$ cat src/rtl/xh_pkg.sv
package xh_pkg;
  localparam int OP_W      = 6;
  localparam int EXT_COUNT = 8;
  localparam int FIDX_W    = $clog2(EXT_COUNT);

  localparam logic [OP_W-1:0] WR_LAST   = 6'h17;
  localparam logic [OP_W-1:0] NOWR_LAST = 6'h1F;
  localparam logic [OP_W-1:0] EXT_BASE  = 6'h38;

  typedef enum logic [1:0] {
    CL_NOP  = 2'd0,
    CL_WR   = 2'd1,
    CL_NOWR = 2'd2,
    CL_EXT  = 2'd3
  } op_class_e;

  typedef enum logic [1:0] {
    XS_IDLE = 2'd0,
    XS_REQ  = 2'd1,
    XS_WAIT = 2'd2
  } xstate_e;

  function automatic logic in_reserved(input logic [OP_W-1:0] op);
    logic [OP_W:0] lo, hi, v;
    lo = {1'b0, EXT_BASE};
    hi = lo + (OP_W+1)'(EXT_COUNT);
    v  = {1'b0, op};
    return (v >= lo) && (v < hi);
  endfunction

  function automatic op_class_e classify(input logic [OP_W-1:0] op,
                                         input logic present);
    if (in_reserved(op))  return present ? CL_EXT : CL_NOP;
    if (op <= WR_LAST)    return CL_WR;
    if (op <= NOWR_LAST)  return CL_NOWR;
    return CL_NOP;
  endfunction

  function automatic logic [FIDX_W-1:0] fidx_of(input logic [OP_W-1:0] op);
    logic [OP_W-1:0] d;
    d = op - EXT_BASE;
    return d[FIDX_W-1:0];
  endfunction
endpackage

$ cat src/rtl/xh_classify.sv
module xh_classify
  import xh_pkg::*;
(
  input  logic [OP_W-1:0] opcode,
  input  logic            ext_present,
  output logic            claim_ext,
  output logic            base_writes,
  output logic            reserved
);
  op_class_e cls;

  always_comb begin
    cls         = classify(opcode, ext_present);
    claim_ext   = (cls == CL_EXT);
    base_writes = (cls == CL_WR);
    reserved    = in_reserved(opcode);
  end
endmodule

$ cat src/rtl/xh_ext_ctrl.sv
module xh_ext_ctrl
  import xh_pkg::*;
#(
  parameter int XLEN = 32,
  parameter int RAW  = 5
) (
  input  logic              clk,
  input  logic              rst_n,
  input  logic              start,
  input  logic [OP_W-1:0]   opcode,
  input  logic [RAW-1:0]    rs1,
  input  logic [RAW-1:0]    rs2,
  input  logic [RAW-1:0]    rd,
  input  logic [XLEN-1:0]   a,
  input  logic [XLEN-1:0]   b,
  output logic              req_valid,
  input  logic              req_ready,
  output logic [FIDX_W-1:0] req_fidx,
  output logic [RAW-1:0]    req_rs1,
  output logic [RAW-1:0]    req_rs2,
  output logic [RAW-1:0]    req_rd,
  output logic [XLEN-1:0]   req_a,
  output logic [XLEN-1:0]   req_b,
  input  logic              resp_valid,
  output logic              resp_ready,
  input  logic [XLEN-1:0]   resp_data,
  output logic              busy,
  output logic              done,
  output logic [RAW-1:0]    done_rd,
  output logic [XLEN-1:0]   done_data
);
  xstate_e state_q, state_d;

  always_comb begin
    state_d = state_q;
    case (state_q)
      XS_IDLE: if (start)      state_d = XS_REQ;
      XS_REQ:  if (req_ready)  state_d = XS_WAIT;
      XS_WAIT: if (resp_valid) state_d = XS_IDLE;
      default:                 state_d = XS_IDLE;
    endcase
  end

  always_ff @(posedge clk) begin
    if (!rst_n) begin
      state_q  <= XS_IDLE;
      req_fidx <= '0;
      req_rs1  <= '0;
      req_rs2  <= '0;
      req_rd   <= '0;
      req_a    <= '0;
      req_b    <= '0;
    end else begin
      state_q <= state_d;
      if (state_q == XS_IDLE && start) begin
        req_fidx <= fidx_of(opcode);
        req_rs1  <= rs1;
        req_rs2  <= rs2;
        req_rd   <= rd;
        req_a    <= a;
        req_b    <= b;
      end
    end
  end

  assign req_valid  = (state_q == XS_REQ);
  assign resp_ready = (state_q == XS_WAIT);
  assign busy       = (state_q != XS_IDLE);
  assign done       = resp_ready && resp_valid;
  assign done_rd    = req_rd;
  assign done_data  = resp_data;

  // a pending request holds its valid and payload
  assert_req_hold_R6: assert property (@(posedge clk) disable iff (!rst_n)
    req_valid && !req_ready |=> req_valid && $stable(req_fidx) && $stable(req_rd)
      && $stable(req_rs1) && $stable(req_rs2) && $stable(req_a) && $stable(req_b));

  // request and response phases never overlap
  assert_one_outstanding_R7: assert property (@(posedge clk) disable iff (!rst_n)
    $onehot0({req_valid, resp_ready}));
endmodule

$ cat src/rtl/xh_wb_stage.sv
module xh_wb_stage #(
  parameter int XLEN = 32,
  parameter int RAW  = 5
) (
  input  logic            clk,
  input  logic            rst_n,
  input  logic            base_fire,
  input  logic            base_writes,
  input  logic [RAW-1:0]  base_rd,
  input  logic [XLEN-1:0] base_data,
  input  logic            ext_done,
  input  logic [RAW-1:0]  ext_rd,
  input  logic [XLEN-1:0] ext_data,
  output logic            wb_valid,
  output logic            wb_we,
  output logic [RAW-1:0]  wb_rd,
  output logic [XLEN-1:0] wb_data,
  output logic            wb_override
);
  logic            sel_we;
  logic [RAW-1:0]  sel_rd;
  logic [XLEN-1:0] sel_data;

  always_comb begin
    if (ext_done) begin
      sel_rd   = ext_rd;
      sel_data = ext_data;
      sel_we   = (ext_rd != '0);
    end else begin
      sel_rd   = base_rd;
      sel_data = base_data;
      sel_we   = base_writes && (base_rd != '0);
    end
  end

  always_ff @(posedge clk) begin
    if (!rst_n) begin
      wb_valid    <= 1'b0;
      wb_we       <= 1'b0;
      wb_rd       <= '0;
      wb_data     <= '0;
      wb_override <= 1'b0;
    end else begin
      wb_valid    <= ext_done || base_fire;
      wb_we       <= (ext_done || base_fire) && sel_we;
      wb_rd       <= sel_rd;
      wb_data     <= sel_data;
      wb_override <= ext_done;
    end
  end

  // register 0 is never written
  assert_no_r0_write_R9: assert property (@(posedge clk) disable iff (!rst_n)
    wb_we |-> wb_rd != '0);

  // the override flag only appears on a valid record
  assert_override_valid_R8: assert property (@(posedge clk) disable iff (!rst_n)
    wb_override |-> wb_valid);
endmodule

$ cat src/rtl/xop_hook.sv
module xop_hook
  import xh_pkg::*;
#(
  parameter int XLEN = 32,
  parameter int RAW  = 5
) (
  input  logic              clk,
  input  logic              rst_n,
  input  logic              ext_present,
  input  logic              id_valid,
  output logic              id_ready,
  input  logic [OP_W-1:0]   id_opcode,
  input  logic [RAW-1:0]    id_rs1,
  input  logic [RAW-1:0]    id_rs2,
  input  logic [RAW-1:0]    id_rd,
  input  logic [XLEN-1:0]   rf_rs1_val,
  input  logic [XLEN-1:0]   rf_rs2_val,
  input  logic [XLEN-1:0]   base_result,
  output logic              tap_valid,
  output logic [OP_W-1:0]   tap_opcode,
  output logic [RAW-1:0]    tap_rs1,
  output logic [RAW-1:0]    tap_rs2,
  output logic [RAW-1:0]    tap_rd,
  output logic              x_req_valid,
  input  logic              x_req_ready,
  output logic [FIDX_W-1:0] x_req_fidx,
  output logic [RAW-1:0]    x_req_rs1,
  output logic [RAW-1:0]    x_req_rs2,
  output logic [RAW-1:0]    x_req_rd,
  output logic [XLEN-1:0]   x_req_a,
  output logic [XLEN-1:0]   x_req_b,
  input  logic              x_resp_valid,
  output logic              x_resp_ready,
  input  logic [XLEN-1:0]   x_resp_data,
  output logic              wb_valid,
  output logic              wb_we,
  output logic [RAW-1:0]    wb_rd,
  output logic [XLEN-1:0]   wb_data,
  output logic              wb_override
);
  logic            claim_ext, base_writes, reserved;
  logic            busy, fire, ext_start, base_fire, ext_done;
  logic [RAW-1:0]  done_rd;
  logic [XLEN-1:0] done_data;

  xh_classify u_cls (
    .opcode      (id_opcode),
    .ext_present (ext_present),
    .claim_ext   (claim_ext),
    .base_writes (base_writes),
    .reserved    (reserved)
  );

  assign id_ready  = !busy;
  assign fire      = id_valid && id_ready;
  assign ext_start = fire && claim_ext;
  assign base_fire = fire && !claim_ext;

  assign tap_valid  = fire;
  assign tap_opcode = id_opcode;
  assign tap_rs1    = id_rs1;
  assign tap_rs2    = id_rs2;
  assign tap_rd     = id_rd;

  xh_ext_ctrl #(.XLEN(XLEN), .RAW(RAW)) u_ext (
    .clk        (clk),
    .rst_n      (rst_n),
    .start      (ext_start),
    .opcode     (id_opcode),
    .rs1        (id_rs1),
    .rs2        (id_rs2),
    .rd         (id_rd),
    .a          (rf_rs1_val),
    .b          (rf_rs2_val),
    .req_valid  (x_req_valid),
    .req_ready  (x_req_ready),
    .req_fidx   (x_req_fidx),
    .req_rs1    (x_req_rs1),
    .req_rs2    (x_req_rs2),
    .req_rd     (x_req_rd),
    .req_a      (x_req_a),
    .req_b      (x_req_b),
    .resp_valid (x_resp_valid),
    .resp_ready (x_resp_ready),
    .resp_data  (x_resp_data),
    .busy       (busy),
    .done       (ext_done),
    .done_rd    (done_rd),
    .done_data  (done_data)
  );

  xh_wb_stage #(.XLEN(XLEN), .RAW(RAW)) u_wb (
    .clk         (clk),
    .rst_n       (rst_n),
    .base_fire   (base_fire),
    .base_writes (base_writes),
    .base_rd     (id_rd),
    .base_data   (base_result),
    .ext_done    (ext_done),
    .ext_rd      (done_rd),
    .ext_data    (done_data),
    .wb_valid    (wb_valid),
    .wb_we       (wb_we),
    .wb_rd       (wb_rd),
    .wb_data     (wb_data),
    .wb_override (wb_override)
  );

  // reserved opcode without an extension: no stall, no request, no write
  assert_absent_noop_R3: assert property (@(posedge clk) disable iff (!rst_n)
    fire && reserved && !ext_present |=> id_ready && !x_req_valid && wb_valid && !wb_we);

  // claimed opcode raises a request with its function index
  assert_req_issue_R5: assert property (@(posedge clk) disable iff (!rst_n)
    fire && reserved && ext_present |=>
      x_req_valid && x_req_fidx == $past(id_opcode[FIDX_W-1:0]) && x_req_a == $past(rf_rs1_val));

  // decode stalls once an extension instruction is claimed
  assert_stall_R7: assert property (@(posedge clk) disable iff (!rst_n)
    ext_start |=> !id_ready);

  // response data lands in writeback as an override
  assert_override_data_R8: assert property (@(posedge clk) disable iff (!rst_n)
    x_resp_valid && x_resp_ready |=> wb_valid && wb_override && wb_data == $past(x_resp_data));

  // a base write reaches writeback one cycle later with base data
  assert_base_wb_R1: assert property (@(posedge clk) disable iff (!rst_n)
    fire && !reserved && id_opcode <= WR_LAST && id_rd != '0 |=>
      wb_valid && wb_we && !wb_override && wb_data == $past(base_result));
endmodule

$ cat config.mk
export PLATFORM = sky130hd
export DESIGN_NAME = xop_hook
export DESIGN_NICKNAME = d
export VERILOG_FILES = /design/src/rtl/xh_pkg.sv /design/src/rtl/xh_classify.sv /design/src/rtl/xh_ext_ctrl.sv /design/src/rtl/xh_wb_stage.sv /design/src/rtl/xop_hook.sv
export SDC_FILE = /design/constraint.sdc
export NUM_CORES = 1
export LEC_CHECK = 0
export BUFFER_PORTS_ARGS = -buffer_cell sky130_fd_sc_hd__buf_2
export CORE_AREA = 2 2 119 121
export CTS_CLUSTER_SIZE = 25
export DETAILED_ROUTE_END_ITERATION = 16
export DIE_AREA = 0 0 121 123
export HOLD_SLACK_MARGIN = 0.15
export PLACE_DENSITY = 0.71
export SETUP_SLACK_MARGIN = 0.2
export SLEW_MARGIN = 5
export SYNTH_ARGS = -nofsm -noshare
export SYNTH_HDL_FRONTEND = slang
export SYNTH_SLANG_ARGS = --single-unit
$ cat constraint.sdc
create_clock -name clk -period 1.99 [get_ports clk]
set_clock_uncertainty 0.15 [all_clocks]
set_input_delay 0.398 -clock clk [delete_from_list [all_inputs] [get_ports clk]]
set_output_delay 0.398 -clock clk [all_outputs]
set_load 0.05 [all_outputs]
; ---- Word level (Yosys, flattened, before mapping)
; Cells that the tools add are included.
[word_totals]
rom_bits = 0
n_memories = 0
regBits = 124
latchBits = 0
input_bits = 155
mem_bits_rw = 0
[op_classes]
bitwise = 0
addsub = 1
n_eq_ne = 7
n_mux = 20
n_reduce_logical = 15
magnitude_cmp = 3
div = 0
mul = 0
shift = 0
[op_table]
columns = op, n
row1 = 32-bit two-way mux, 1
row2 = 2-bit two-way mux, 10
row3 = 6-bit by 5-bit less-or-equal comparator with 1-bit output (second input constant), 2
row4 = 5-bit nonzero test, 2
row5 = 1-bit logical AND, 7
row6 = 1-bit two-way mux, 7
row7 = 6-bit greater-or-equal comparator (second input constant), 1
row8 = 2-bit one-hot mux with 3 select lines, 1
row9 = 5-bit two-way mux, 1
row10 = 2-bit by 1-bit == test with 1-bit output (second input constant), 2
row11 = 2-bit == test (second input constant), 2
row12 = 2-bit by 1-bit != test with 1-bit output (second input constant), 2
row13 = 3-bit AND reduction, 1
row14 = 3-bit by 1-bit subtractor with 3-bit output (second input constant), 1
row15 = 1-bit zero test, 2
row16 = 2-bit zero test, 1
row17 = 2-bit != test (second input constant), 1
row18 = 2-bit nonzero test, 1
row19 = 1-bit logical OR, 1

; ---- Logic depth before layout (Yosys ltp)
; Gate-level depths: netlist of run 1.
[depth]
word_depth = 13
mapped_depth = 7
depth_no_buf = 4

; ---- Modules after synthesis
; Synthesis of run 1 repeated with hierarchy kept, for this count alone.
[hier_totals]
cells_unflattened = 565
hier_area_um2 = 5465.2
[modules_own_cells]
columns = module, area_each_um2, n_inst, cells_per_inst, seq_area_each_um2
row1 = xh_ext_ctrl, 3746.1, 1, 406, 1681.6
row2 = xh_wb_stage, 1514.0, 1, 131, 800.8
row3 = xop_hook, 183.9, 1, 25, 0.0
row4 = xh_classify, 21.3, 1, 3, 0.0

; ---- Least setup slack after synthesis of run 1
; OpenSTA, ideal clock, no wires.
[synth_path]
path_kind = input to output
from = in id_valid
to = out tap_valid
n_path_buf = 2
path_slack_ns = 0.151
t_arrival_ns = 1.291
cell_stages = 4
cell_sequence = or3b_1 buf_6 clkinv_2 buf_2
[synth_between]
elab_chain_cells = 1
[synth_lines]
columns = item, line
row1 = "start, declared", xop_hook.sv:10  ; input logic id_valid,
row2 = 1-bit logical AND, xop_hook.sv:55  ; assign fire = id_valid && id_ready;
row3 = "end, declared", xop_hook.sv:19  ; output logic tap_valid,
; Every way passes these cells.

; ---- Worst setup path in the final report of run 1
[layout_path]
from = reg u_ext.state_q[0]
to = out tap_valid
[layout_between]
elab_chain_cells = 3
[layout_lines]
columns = item, line
row1 = "start, declared", xh_ext_ctrl.sv:32  ; xstate_e state_q, state_d;
row2 = "start signal, assigned", xh_ext_ctrl.sv:54  ; state_q <= state_d;
row3 = 2-bit nonzero test, xh_ext_ctrl.sv:68  ; assign busy = (state_q != XS_IDLE);
row4 = 1-bit zero test, xop_hook.sv:54  ; assign id_ready = !busy;
row5 = 1-bit logical AND, xop_hook.sv:55
; Every way passes these cells.

==> flow_metrics.py, run 1 <==
metrics = {
    "run_status": {
        "outcome": "finished clean",
    },
    "power": {
        "total_leakage_power_nw": 3.89,
        "p_seq_frac": 0.390,
        "p_clk_frac": 0.444,
        "p_int_mw": 4.84,
        "irDropWorstVdd_mv": 0.594,
        "power_frac_comb": 0.166,
        "total_power_mw": 6.59,
        "p_sw_mw": 1.75,
        "power_density_nw_per_um2": 776,
        "swShare": 0.266,
    },
    "synthesis": {
        "synth_cell_types": 26,
        "postSynth.asyncResetShare": 0,
        "syn_area_per_cell_sq_um": 8.18,
        "ys.flop_type": "dfxtp_1",
        "synth_edf_count": 0,
        "yosys_register_bits": 124,
        "netlist_instances": 584,
        "synth_top_area_cell": "dfxtp_1",
        "synth_top_area_share": 0.520,
        "syn-num-nets": 739,
        "synth_area_leaders": "dfxtp_1 52%, a21oi_1 13%, o21ai_0 8.7%, nand3_1 8.6%, nand2_1 5.8%",
        "yosysMostFrequentCell": "dfxtp_1",
        "synth_area_sq_um": 4780,
        "yosysWarnings": 0,
        "synth-seq-area-share": 0.520,
        "ys_top_cells_by_count": "124 x dfxtp_1, 121 x a21oi_1, 83 x o21ai_0",
    },
    "placed_design": {
        "place.gp.congestion": 0.783,
        "place_inst": 1010,
        "io_buffers": 301,
        "dp_hpwl_mm": 11.0,
        "dp_slack_ns": 0.109,
    },
    "route": {
        "wl_per_cell_microns": 16.0,
        "finalWirelength_mm": 19.1,
        "viasPerCell": 5.05,
        "drt_iter0_drc": 440,
        "drtPass1Iterations": 5,
        "vias": 6017,
        "antenna_left": 0,
        "drcViolationCount": 0,
    },
    "clock_tree": {
        "clk_latency_ns": 0.41,
        "clock-root-buffer": "clkbuf_16",
        "cts_htree_levels": 4,
        "clockBufferDepth": 2,
        "worst_setup_hold_path_clk_slew_ns": 0.06,
        "numCtsBuffers": 17,
        "cts_tree": "yes",
        "cts_num_sinks": 124,
    },
    "global_route": {
        "grt_max_degree": 52,
        "grt_pass1_vias": 5732,
        "grt_antenna_before_repair": 0,
        "grt_first_pass_wirelength_mm": 28.6,
        "grt_use_total": 0.244,
        "overflow": 0,
    },
    "timing": {
        "relSlewSlack": 0.716,
        "fmax_mhz": 525,
        "rsz0062_at_grt": "true",
        "setup_tns_ns": 0,
        "period_share": 0.958,
        "whs_ns": 0.168,
        "final.setup.worst_slack_ns": 0.0838,
        "period_needed_ns": 1.91,
        "setup_viol": 0,
        "drv_slew": 0,
        "tightest_slew_ns": 0.425,
        "finalHoldViolCount": 0,
    },
    "worst_setup_path": {
        "path_cells": "or3b_4 > clkinv_4 > buf_8",
        "cpPeakStageDelay_ns": 0.40,
        "end_kind": "primary output",
        "crit_fanout": 6,
        "start_kind": "register",
        "crit_buf_inv": 2,
        "crit_required_ns": 1.44,
        "arrival_ns": 1.36,
        "critPathKind": "reg2out",
        "crit_family": "simple AND/OR/NAND/NOR gates",
        "cp_slowest_cell": "or3b_4",
    },
    "cells_and_area": {
        "drive_gt1_frac": 0.363,
        "instances_no_fill": 1191,
        "area_growth_pct": 77.7,
        "fin_nets": 1152,
        "nFillCells": 1066,
    },
    "die": {
        "core_area_sq_um": 13600,
        "ios": 302,
        "die_y_microns": 123,
        "row_count": 43,
        "fp.dieW_microns": 121,
        "start_util": 0.351,
        "die-area_sq_um": 14900,
    },
    "hold_path": {
        "worstHoldPathType": "in2reg",
    },
    "flow_run": {
        "maxCapViolations": 0,
    },
}
[sequential cells by signal, summed over array words and instances (netlist names), 2 cells and up]
signal / cells
u_ext.req_a: 32
u_ext.state_q: 2
u_ext.req_rs2: 5
u_ext.req_b: 32
u_ext.done_rd: 5
u_ext.req_rs1: 5
u_wb.wb_rd: 5
u_wb.wb_data: 32
u_ext.req_fidx: 3
[final cells by class]
class,count,area (sq um),share of cell area
antenna,1,2.50,0.000295
clock buffer,25,495,0.0584
clock inverter,7,62.6,0.00737
inverter,4,22.5,0.00265
multi-input combinational,378,1860,0.219
sequential,124,2480,0.293
tap,180,225,0.0265
timing repair buffer,472,3340,0.394
[cells in the final DEF, fill, tap and decap left out]
master,instances
dlygate4sd3_1,146
nand4_1,1
a21oi_1,119
nand2_1,74
inv_4,1
buf_4,11
clkinv_2,5
a221oi_2,1
nand2_2,1
o21ai_0,73
or4_1,2
o211ai_1,1
buf_12,12
a21oi_2,2
clkinv_4,1
and3b_1,1
nand3b_1,1
clkinvlp_4,1
dfxtp_1,122
o21ai_2,1
o21ai_1,9
inv_1,2
nand3_1,82
clkbuf_16,17
a22oi_1,2
nor2_1,4
diode_2,1
buf_2,297
and4_2,1
dfxtp_2,2
or3b_4,1
clkbuf_1,4
nor2b_2,2
bufinv_16,1
buf_8,1
clkbuf_8,4
buf_6,5
[layer usage]
metal / part of all wire / GRT usage / vias to the layer above / wire, microns
met5: 0 / 0 / - / 0
met4: 0.035 / 0.117 / 0 / 672
met3: 0.087 / 0.0793 / 58 / 1660
li1: - / - / 2830 / -
met1: 0.37 / 0.266 / 2794 / 7000
met2: 0.51 / 0.429 / 335 / 9720
[worst min-delay path, delay by kind of cell]
family                 cells  cell delay [ns]
AND/OR/NAND/NOR            1             0.07
AO/OA/AOI/OAI              1             0.06
buffers and inverters      2             0.16
[final timing paths]
check | from | to | slack (ns) | depth (start not counted)
max | u_ext.state_q[0]$_SDFFE_PN0P_ | tap_valid | 0.08 | 3
min reg2reg | u_ext.req_b[21]$_SDFFE_PN0P_ | u_ext.req_b[21]$_SDFFE_PN0P_ | 0.32 | 2
min | x_resp_valid | u_ext.state_q[1]$_SDFFE_PN0P_ | 0.17 | 4
max reg2reg | u_ext.state_q[0]$_SDFFE_PN0P_ | u_ext.req_b[27]$_SDFFE_PN0P_ | 0.23 | 5
[timing repair]
| action | 4_1_cts | 5_1_grt |
|---|---|---|
| setup endpoints to repair | 4 | 53 |
| buffers inserted | 2 | 0 |
| gates resized for setup | 11 | 19 |
| cloned | 0 | 0 |
| endpoints found under the hold margin | 118 | 0 |
| hold buffers | 146 | 0 |
| pin swaps | 1 | 1 |
[cell families after synthesis]
family / after synthesis / synth area share
compound gates: 208 / 0.222
simple gates: 170 / 0.163
flops: 124 / 0.520
buf+inv: 82 / 0.0961
[stage by stage]
step / utilization / instance area (sq um)
after floorplan: - / 4780
after global placement: 0.470 / 6390
after detailed placement: 0.470 / 6390
after CTS: 0.621 / 8460
after global routing: 0.624 / 8490
final: 0.624 / 8490
[power groups by stage]
stage                     clock (mW)  sequential [mW]  combinational [mW]
final                           2.93             2.57                1.09
after global routing            3.07             2.57                1.15
after CTS                       2.95             2.57                1.06
after detailed placement           0             2.62               0.827
after global placement             0             2.62               0.825
after floorplan                    0             2.84               0.311
Power figures use the tool's default switching activity.
==> run 2, diff against run 1 <==
- BUFFER_PORTS_ARGS: -buffer_cell sky130_fd_sc_hd__buf_2 -> -buffer_cell sky130_fd_sc_hd__buf_4
==> flow_metrics.py, run 2 (same netlist as run 1, synthesis figures left out) <==
metrics = {
    "cells_and_area": {
        "fin_nets": 1144,
        "mostFrequentLayoutCells": "302 x buf_4, 147 x dlygate4sd3_1, 123 x dfxtp_1",
        "ff_latch_area_sq_um": 2480,
        "largestRegisters": "u_ext.req_a x32, u_ext.req_b x32, u_wb.wb_data x32",
        "fin_area_sq_um": 9310,
        "post-route-util": 0.684,
        "instances_no_fill": 1182,
        "final_common_cell": "buf_4",
        "drive_gt1_frac": 0.355,
        "multi_input_comb_area_sq_um": 1840,
        "num_antenna_cells": 0,
        "nFillCells": 1007,
        "area_growth_pct": 94.9,
    },
    "worst_setup_path": {
        "crit_family": "simple AND/OR/NAND/NOR gates",
        "path_depth": 3,
        "start_kind": "register",
        "cpPeakStageDelay_ns": 0.40,
        "startpoint": "u_ext.state_q[0]$_SDFFE_PN0P_",
        "end_kind": "primary output",
        "reg2reg_to": "u_ext.req_b[21]$_SDFFE_PN0P_",
        "regToRegSetupSlack_ns": 0.24,
        "critPathKind": "reg2out",
        "crit_fanout": 6,
        "crit_required_ns": 1.44,
        "worstReg2RegStart": "u_ext.state_q[0]$_SDFFE_PN0P_",
        "path_cells": "or3b_4 > clkinv_4 > buf_8",
        "cp_slowest_cell": "or3b_4",
        "r2r_cells": 5,
        "arrival_ns": 1.36,
        "crit_end": "tap_valid",
        "crit_buf_inv": 2,
    },
    "global_route": {
        "grt_use_total": 0.257,
        "busiest_layer": "met2",
        "grt_max_degree": 84,
        "overflow": 0,
        "grt_pass1_vias": 6012,
        "grtUsageMet1": 0.270,
        "grt_first_pass_wirelength_mm": 29.9,
        "use_met3": 0.0876,
        "grt_antenna_before_repair": 0,
        "use_met2": 0.464,
    },
    "timing": {
        "period_share": 0.958,
        "drv_slew": 0,
        "fmax_mhz": 525,
        "finalHoldViolCount": 0,
        "setup_viol": 0,
        "setup_tns_ns": 0,
        "period_needed_ns": 1.91,
        "rsz0062_at_grt": "true",
        "tightest_slew_ns": 0.328,
        "relSlewSlack": 0.781,
    },
    "route": {
        "wl_per_cell_microns": 16.8,
        "drcViolationCount": 0,
        "drt_iter0_drc": 328,
        "drtPass1Iterations": 5,
        "vias": 5898,
        "viasPerCell": 4.99,
        "finalWirelength_mm": 19.8,
        "antenna_left": 0,
    },
    "power": {
        "irDropWorstVdd_mv": 0.570,
        "total_leakage_power_nw": 4.08,
        "power_density_nw_per_um2": 820,
    },
    "placed_design": {
        "place_area_sq_um": 7070,
        "place_inst": 1001,
        "io_buffers": 301,
        "place.gp.congestion": 0.767,
        "dp_hpwl_mm": 11.0,
    },
    "die": {
        "fp.dieW_microns": 121,
        "row_count": 43,
        "die_y_microns": 123,
        "die-area_sq_um": 14900,
        "core_area_sq_um": 13600,
        "start_util": 0.351,
        "ios": 302,
    },
    "flow_run": {
        "maxCapViolations": 0,
    },
    "clock_tree": {
        "clock-root-buffer": "clkbuf_16",
        "worst_setup_hold_path_clk_slew_ns": 0.06,
        "cts_htree_levels": 4,
        "cts_tree": "yes",
        "numCtsBuffers": 17,
        "clockBufferDepth": 2,
        "clk_latency_ns": 0.41,
        "cts_num_sinks": 124,
    },
    "hold_path": {
        "worstHoldPathType": "in2reg",
    },
    "run_status": {
        "outcome": "finished clean",
    },
}
==> run 2: changes by cell type in the layout (fill, tap and decap cells not counted), moves of 4 or more <==
| cell | change |
|---|---|
| o21ai_1 | -9 |
| buf_4 | +291 |
| buf_2 | -297 |
| bufinv_16 | +7 |
| o21ai_0 | +10 |
| clkinv_2 | -4 |
==> run 2: worst reg2reg max path, delay by kind of cell (launching register included) <==
kind / cells / cell delay [ns]
compound gates: 2 / 0.39
buf+inv: 2 / 0.34
flops: 1 / 0.35
simple gates: 1 / 0.41
==> run 2: repair_timing <==
action                                  in CTS  in global routing
hold buffers                               147                  0
endpoints found under the setup margin       3                  8
hold endpoints to repair                   120                  0
setup buffers                                2                  0
gates resized for setup                      8                  1
pin swaps                                    1                  1
==> run 2: per-stage QoR <==
stage,power (mW),hold slack [ns],worst slack (ns)
5_1_grt,7.87,0.197,0.0282
6_report,7.63,0.188,0.0844
3_3_place_gp,3.57,0.311,0.127
3_5_place_dp,3.58,0.316,0.122
4_1_cts,7.65,0.166,0.0501
2_1_floorplan,3.16,0.384,0.244
==> run 2: layout make-up <==
class / instances / area share
tap: 180 / 0.0242
timing repair buffer: 464 / 0.430
multi-input combinational: 378 / 0.198
sequential: 124 / 0.267
clock buffer: 21 / 0.0505
inverter: 4 / 0.00242
clock inverter: 11 / 0.0279
==> run 2: per-layer routing <==
layer / part of all wire / up-vias
met5: 0 / -
met4: 0.033 / 0
met3: 0.080 / 56
met2: 0.52 / 294
met1: 0.37 / 2738
li1: - / 2810
==> run 2: how the worst min path moves through the flow <==
stage	from	endpoint	cells after the start
floorplan	x_resp_data[0]	u_wb.wb_data[0]$_SDFF_PN0_	2
global placement	u_ext.req_fidx[1]$_SDFFE_PN0P_	u_ext.req_fidx[1]$_SDFFE_PN0P_	2
detailed placement	u_ext.req_b[14]$_SDFFE_PN0P_	u_ext.req_b[14]$_SDFFE_PN0P_	2
CTS	x_resp_valid	u_ext.state_q[1]$_SDFFE_PN0P_	4
global route	x_resp_valid	u_ext.state_q[1]$_SDFFE_PN0P_	4
finish	x_resp_valid	u_ext.state_q[1]$_SDFFE_PN0P_	4
==> run 2: where the power goes <==
part / total [mW] / internal (mW) / switching, mW / leakage, nW
logic: 1.23 / 0.572 / 0.653 / 2.71
registers: 2.57 / 2.55 / 0.0248 / 1.01
clock network: 3.83 / 2.70 / 1.13 / 0.350
total: 7.63 / 5.82 / 1.81 / 4.08
